$ cat src/rtl/pwr_evt_pkg.sv
`timescale 1ns/1ps
package pwr_evt_pkg;

    typedef enum logic [1:0] {
        SLP_S0 = 2'd0,
        SLP_S1 = 2'd1,
        SLP_S3 = 2'd2,
        SLP_G3 = 2'd3
    } slp_e;

    // index of each event inside the synchronizer vector
    localparam int EV_BTN  = 0;
    localparam int EV_TRIP = 1;
    localparam int EV_POK  = 2;
    localparam int EV_VRM  = 3;
    localparam int EV_N    = 4;

    // bit position of each flag in the status byte
    localparam int FLG_BTN  = 4;
    localparam int FLG_TRIP = 3;
    localparam int FLG_POK  = 1;
    localparam int FLG_VRM  = 0;

    typedef struct packed {
        logic btn;
        logic trip;
        logic pok;
        logic vrm;
    } flags_t;

endpackage

$ cat src/rtl/pwr_evt_sync.sv
`timescale 1ns/1ps
module pwr_evt_sync #(
    parameter int W      = 4,
    parameter int STAGES = 2
) (
    input  logic         clk,
    input  logic         rst_n,
    input  logic [W-1:0] async_i,
    output logic [W-1:0] rise_o,
    output logic [W-1:0] fall_o
);
    localparam int LAST = STAGES - 1;

    typedef logic [W-1:0] vec_t;

    typedef struct packed {
        vec_t [STAGES-1:0] chain;
        vec_t              prev;
    } sync_st_t;

    sync_st_t st_d, st_q;

    always_comb begin
        st_d          = st_q;
        st_d.chain[0] = async_i;
        for (int i = 1; i < STAGES; i++) begin
            st_d.chain[i] = st_q.chain[i-1];
        end
        st_d.prev = st_q.chain[LAST];
    end

    always_ff @(posedge clk or negedge rst_n) begin
        if (!rst_n) st_q <= '0;
        else        st_q <= st_d;
    end

    assign rise_o = st_q.chain[LAST] & ~st_q.prev;
    assign fall_o = ~st_q.chain[LAST] & st_q.prev;
endmodule

$ cat src/rtl/pwr_evt_fail.sv
`timescale 1ns/1ps
module pwr_evt_fail (
    input  logic clk,
    input  logic rst_n,
    input  logic pok_fall_i,
    input  logic pok_rise_i,
    input  logic rsm_rst_i,
    input  logic after_g3_i,
    output logic reboot_o
);
    typedef struct packed {
        logic lost;    // outage in progress
        logic full;    // resume-well reset seen during outage
        logic reboot;
    } fail_st_t;

    fail_st_t st_d, st_q;
    logic     full_now;

    always_comb begin
        st_d        = st_q;
        st_d.reboot = 1'b0;
        full_now    = st_q.full | rsm_rst_i;
        if (pok_rise_i) begin
            st_d.reboot = st_q.lost & (~full_now | ~after_g3_i);
            st_d.lost   = 1'b0;
            st_d.full   = 1'b0;
        end else if (pok_fall_i) begin
            st_d.lost = 1'b1;
            st_d.full = rsm_rst_i;
        end else if (st_q.lost && rsm_rst_i) begin
            st_d.full = 1'b1;
        end
    end

    always_ff @(posedge clk or negedge rst_n) begin
        if (!rst_n) st_q <= '0;
        else        st_q <= st_d;
    end

    assign reboot_o = st_q.reboot;
endmodule

$ cat src/rtl/pwr_evt_status.sv
`timescale 1ns/1ps
module pwr_evt_status
    import pwr_evt_pkg::*;
#(
    parameter int SYNC_STAGES = 2,
    parameter int REG_W       = 8
) (
    input  logic             clk,
    input  logic             rst_n,
    input  logic             btn_i,
    input  logic             trip_i,
    input  logic             pci_rst_i,
    input  logic             pok_i,
    input  logic             vrm_ok_i,
    input  logic [1:0]       slp_i,
    input  logic             rsm_rst_i,
    input  logic             cf9_rst_i,
    input  logic             after_g3_i,
    input  logic             wr_en_i,
    input  logic [REG_W-1:0] wr_data_i,
    output logic [REG_W-1:0] status_o,
    output logic             reboot_o
);
    localparam logic [REG_W-1:0] FLAG_MASK =
        REG_W'((1 << FLG_BTN) | (1 << FLG_TRIP) | (1 << FLG_POK) | (1 << FLG_VRM));

    typedef struct packed {
        flags_t flg;
        slp_e   slp;
    } stat_st_t;

    logic [EV_N-1:0]  evt_w, rise_w, fall_w;
    logic             btn_rise_w, trip_rise_w;
    logic             pok_fall_w, pok_rise_w, vrm_fall_w;
    logic [REG_W-1:0] clr_w;
    logic             running, g3_entry, hw_clr;
    slp_e             slp_now;
    stat_st_t         st_d, st_q;

    always_comb begin
        evt_w          = '0;
        evt_w[EV_BTN]  = btn_i;
        evt_w[EV_TRIP] = trip_i;
        evt_w[EV_POK]  = pok_i;
        evt_w[EV_VRM]  = vrm_ok_i;
    end

    pwr_evt_sync #(.W(EV_N), .STAGES(SYNC_STAGES)) sync_i (
        .clk     (clk),
        .rst_n   (rst_n),
        .async_i (evt_w),
        .rise_o  (rise_w),
        .fall_o  (fall_w)
    );

    assign btn_rise_w  = rise_w[EV_BTN];
    assign trip_rise_w = rise_w[EV_TRIP];
    assign pok_fall_w  = fall_w[EV_POK];
    assign pok_rise_w  = rise_w[EV_POK];
    assign vrm_fall_w  = fall_w[EV_VRM];

    pwr_evt_fail fail_i (
        .clk        (clk),
        .rst_n      (rst_n),
        .pok_fall_i (pok_fall_w),
        .pok_rise_i (pok_rise_w),
        .rsm_rst_i  (rsm_rst_i),
        .after_g3_i (after_g3_i),
        .reboot_o   (reboot_o)
    );

    always_comb begin
        slp_now  = slp_e'(slp_i);
        running  = (slp_now == SLP_S0) || (slp_now == SLP_S1);
        g3_entry = (slp_now == SLP_G3) && (st_q.slp != SLP_G3);
        hw_clr   = rsm_rst_i | cf9_rst_i;
        clr_w    = wr_en_i ? (wr_data_i & FLAG_MASK) : '0;

        st_d     = st_q;
        st_d.slp = slp_now;

        if (hw_clr)                        st_d.flg.btn = 1'b0;
        else if (btn_rise_w && running)    st_d.flg.btn = 1'b1;
        else if (clr_w[FLG_BTN])           st_d.flg.btn = 1'b0;

        if (hw_clr)                        st_d.flg.trip = 1'b0;
        else if (trip_rise_w && running && !pci_rst_i)
                                           st_d.flg.trip = 1'b1;
        else if (clr_w[FLG_TRIP])          st_d.flg.trip = 1'b0;

        if (g3_entry)                      st_d.flg.pok = 1'b0;
        else if (pok_fall_w && running)    st_d.flg.pok = 1'b1;
        else if (clr_w[FLG_POK])           st_d.flg.pok = 1'b0;

        if (g3_entry)                      st_d.flg.vrm = 1'b0;
        else if (vrm_fall_w)               st_d.flg.vrm = 1'b1;
        else if (clr_w[FLG_VRM])           st_d.flg.vrm = 1'b0;
    end

    always_ff @(posedge clk or negedge rst_n) begin
        if (!rst_n) begin
            st_q.flg <= '0;
            st_q.slp <= SLP_S0;
        end else begin
            st_q <= st_d;
        end
    end

    always_comb begin
        status_o           = '0;
        status_o[FLG_BTN]  = st_q.flg.btn;
        status_o[FLG_TRIP] = st_q.flg.trip;
        status_o[FLG_POK]  = st_q.flg.pok;
        status_o[FLG_VRM]  = st_q.flg.vrm;
    end
endmodule

$ cat config.mk
export PLATFORM = sky130hd
export DESIGN_NAME = pwr_evt_status
export DESIGN_NICKNAME = d
export VERILOG_FILES = /design/src/rtl/pwr_evt_pkg.sv /design/src/rtl/pwr_evt_sync.sv /design/src/rtl/pwr_evt_fail.sv /design/src/rtl/pwr_evt_status.sv
export SDC_FILE = /design/constraint.sdc
export NUM_CORES = 1
export LEC_CHECK = 0
export BUFFER_PORTS_ARGS = -buffer_cell sky130_fd_sc_hd__buf_2
export CAP_MARGIN = 5
export CORE_UTILIZATION = 46
export CTS_CLUSTER_SIZE = 10
export DETAILED_ROUTE_END_ITERATION = 12
export PLACE_DENSITY = 0.8
export SYNTH_ARGS = -nofsm -noshare
export SYNTH_HDL_FRONTEND = slang
export SYNTH_HIERARCHICAL = 1
export SYNTH_SLANG_ARGS = --single-unit
$ cat constraint.sdc
create_clock -name clk -period 1.2 [get_ports clk]
set_input_delay 0.12 -clock clk [delete_from_list [all_inputs] [get_ports clk]]
set_output_delay 0.12 -clock clk [all_outputs]
set_load 0.02 [all_outputs]
==> flow_metrics.tcl <==
set metrics [dict create \
    crit_fanout 4 \
    row_count 14 \
    critPathCaptureType "flip-flop" \
    clk_path_buf_depth 2 \
    finalMaxSlewViolations 0 \
    r2r-start "sync_i/st_d[2]" \
    dieHeight_um 43.3 \
    cts.sinks 21 \
    drc_errors 0 \
    cts_setup_buffers 0 \
    drt_wl_total_mm 1.03 \
    maxCapViolations 0 \
    start_util_pct 50.9 \
    worstPathRequired_ns 1.44 \
    setup_tns_ns 0 \
    die_w_um 43.3 \
    wire_per_inst_um 10.4 \
    gp_congestion 0.624 \
    h-tree-depth 1 \
    grt_usage_pct 13.6 \
    cp-start-kind "flip-flop" \
    fillers 128 \
    whs_endpoint "status_o[3]" \
    ant_nets 0 \
    numPlacedInstances 88 \
    internal_power_uw 947 \
    io_buffers 21 \
    p_comb_share_pct 11.8 \
    vias 469 \
    antenna_found_initial 0 \
    status "finished, final reports clean" \
    cts.repair.resized 0 \
    fin_crit_sh_pct 84.6 \
    sequentialPowerShare_pct 61.6 \
    regArea_sq_um 526 \
    critical_path_arrival_ns 1.25 \
    hold_depth 3 \
    layout.nets 105 \
    drive_above_1_share_pct 41.0 \
    io_pins 30 \
    clkSlewWorstSetupHoldPaths_ns 0.11 \
    viasPerCell 4.74 \
    core_area_sq_um 1540 \
    cts_tree "yes" \
    gr-total-overflow 0 \
    power_density_nw_per_um2 1290 \
    drtPass1Iterations 2 \
    synth_cells 56 \
    setup_viol 0 \
    avgSynthCellArea_sq_um 14.0 \
    grt_max_degree 22 \
    ys_warn_count 6 \
    multi_input_area_sq_um 210 \
    synth_area_sq_um 785 \
    dp_hpwl_um 769 \
    pwr-share-clk_pct 26.6 \
    criticalPathCategory "flip-flop to flip-flop" \
    grt_pass1_wl_mm 1.79 \
    fin_cells 99 \
    finalHoldViolCount 0 \
    switchingPower_uw 294 \
    design.die.area_sq_um 1870 \
    syn2layout_area_growth_pct 22.2 \
    min_from "cf9_rst_i" \
    hold_path.class "input pin to flip-flop" \
    rsz0062_at_grt "no" \
    fin_crit_ns 1.02 \
    clkLatencyLatePin_ns 0.30 \
    fmax_mhz 985 \
    numCtsBuffers 3 \
    p_leak_uw 0.000483 \
    cts-root-buf "clkbuf_4" \
    rrSetupSlack_ns 0.18 \
    hold_buffers 7 \
    irDropWorstVdd_mv 0.758 \
    fin_skew_ns 0.00381 \
    drt-initial-drc-count 1 \
    p_sw_share_pct 23.7 \
    timing.rr.end "status_o[1]" \
    grt_pass1_vias 462 \
    diodes 0 \
    worst_r2r_path_depth 3 \
]
-- cell type report --
cell class / instances / area share, %
flip-flops and latches: 21 / 54.8
multi-input cells: 30 / 21.9
repair buffers: 28 / 18.3
clock buffers: 3 / 2.35
well taps: 16 / 2.09
clock inverters: 1 / 0.522
-- cell usage in the layout (no fill, tap or decap) --
cell type	count
clkbuf_4	3
a21boi_1	3
buf_2	21
o21a_1	2
and2b_2	5
a21oi_1	1
o21ai_0	1
nor3b_2	1
a21boi_0	1
and3_1	1
a2bb2oi_2	2
dlygate4sd3_1	7
o21ai_1	1
conb_1	4
nor2_1	3
dfrtp_1	21
clkinv_2	1
nor2b_1	2
nand2_1	1
and2_4	1
nand2b_1	1
-- worst max-delay path: stages, from the launching register on --
cell and delay [ns]:
dfrtp_1 0.40, and2b_2 0.24, nor2b_1 0.17, a2bb2oi_2 0.15
-- registers in the layout, summed over array words and instances (netlist names) --
name / flops
fail_i/reboot_o: 1
sync_i/st_d: 8
st_q: 2
status_o: 4
fail_i/st_q: 2
sync_i/st_q: 4
-- routing by layer --
layer / part of all wire, % / GRT usage (%)
met5: 0 / 0
met4: 0.97 / 10.9
met3: 5.5 / 2.55
met2: 52 / 22.1
met1: 42 / 15.3
-- worst max-delay path by stage --
stage	to	startpoint	cells past startpoint	slack (ns)
2_1_floorplan	status_o[1]	sync_i/st_d[2]	3	0.26
3_3_place_gp	status_o[1]	sync_i/st_d[2]	3	0.23
3_5_place_dp	status_o[1]	sync_i/st_d[2]	3	0.18
4_1_cts	status_o[1]	sync_i/st_d[2]	3	0.17
5_1_grt	fail_i/st_q[1]	sync_i/st_d[2]	3	0.09
6_report	status_o[1]	sync_i/st_d[2]	3	0.18
-- metrics by stage --
| step | worst slack, ns | instance area [sq um] | total power (uW) | utilization, % | hold WS, ns |
|---|---|---|---|---|---|
| final | 0.185 | 958 | 1240 | 62.2 | 0.0610 |
| after CTS | 0.167 | 958 | 1260 | 62.2 | 0.0512 |
| after global placement | 0.227 | 861 | 904 | 55.8 | 0.0880 |
| after floorplan | 0.263 | 796 | 871 | - | -0.176 |
| after global routing | 0.0935 | 958 | 1300 | 62.2 | 0.0573 |
| after detailed placement | 0.184 | 861 | 912 | 55.8 | 0.0962 |
-- power groups by stage --
stage               registers (uW)  clock network, uW  logic (uW)
detailed placement             780                  0         132
finish                         765                330         146
floorplan                      777                  0        94.1
global route                   770                364         163
CTS                            766                345         149
global placement               776                  0         128
Note: power is estimated with default switching activity, not from simulation.
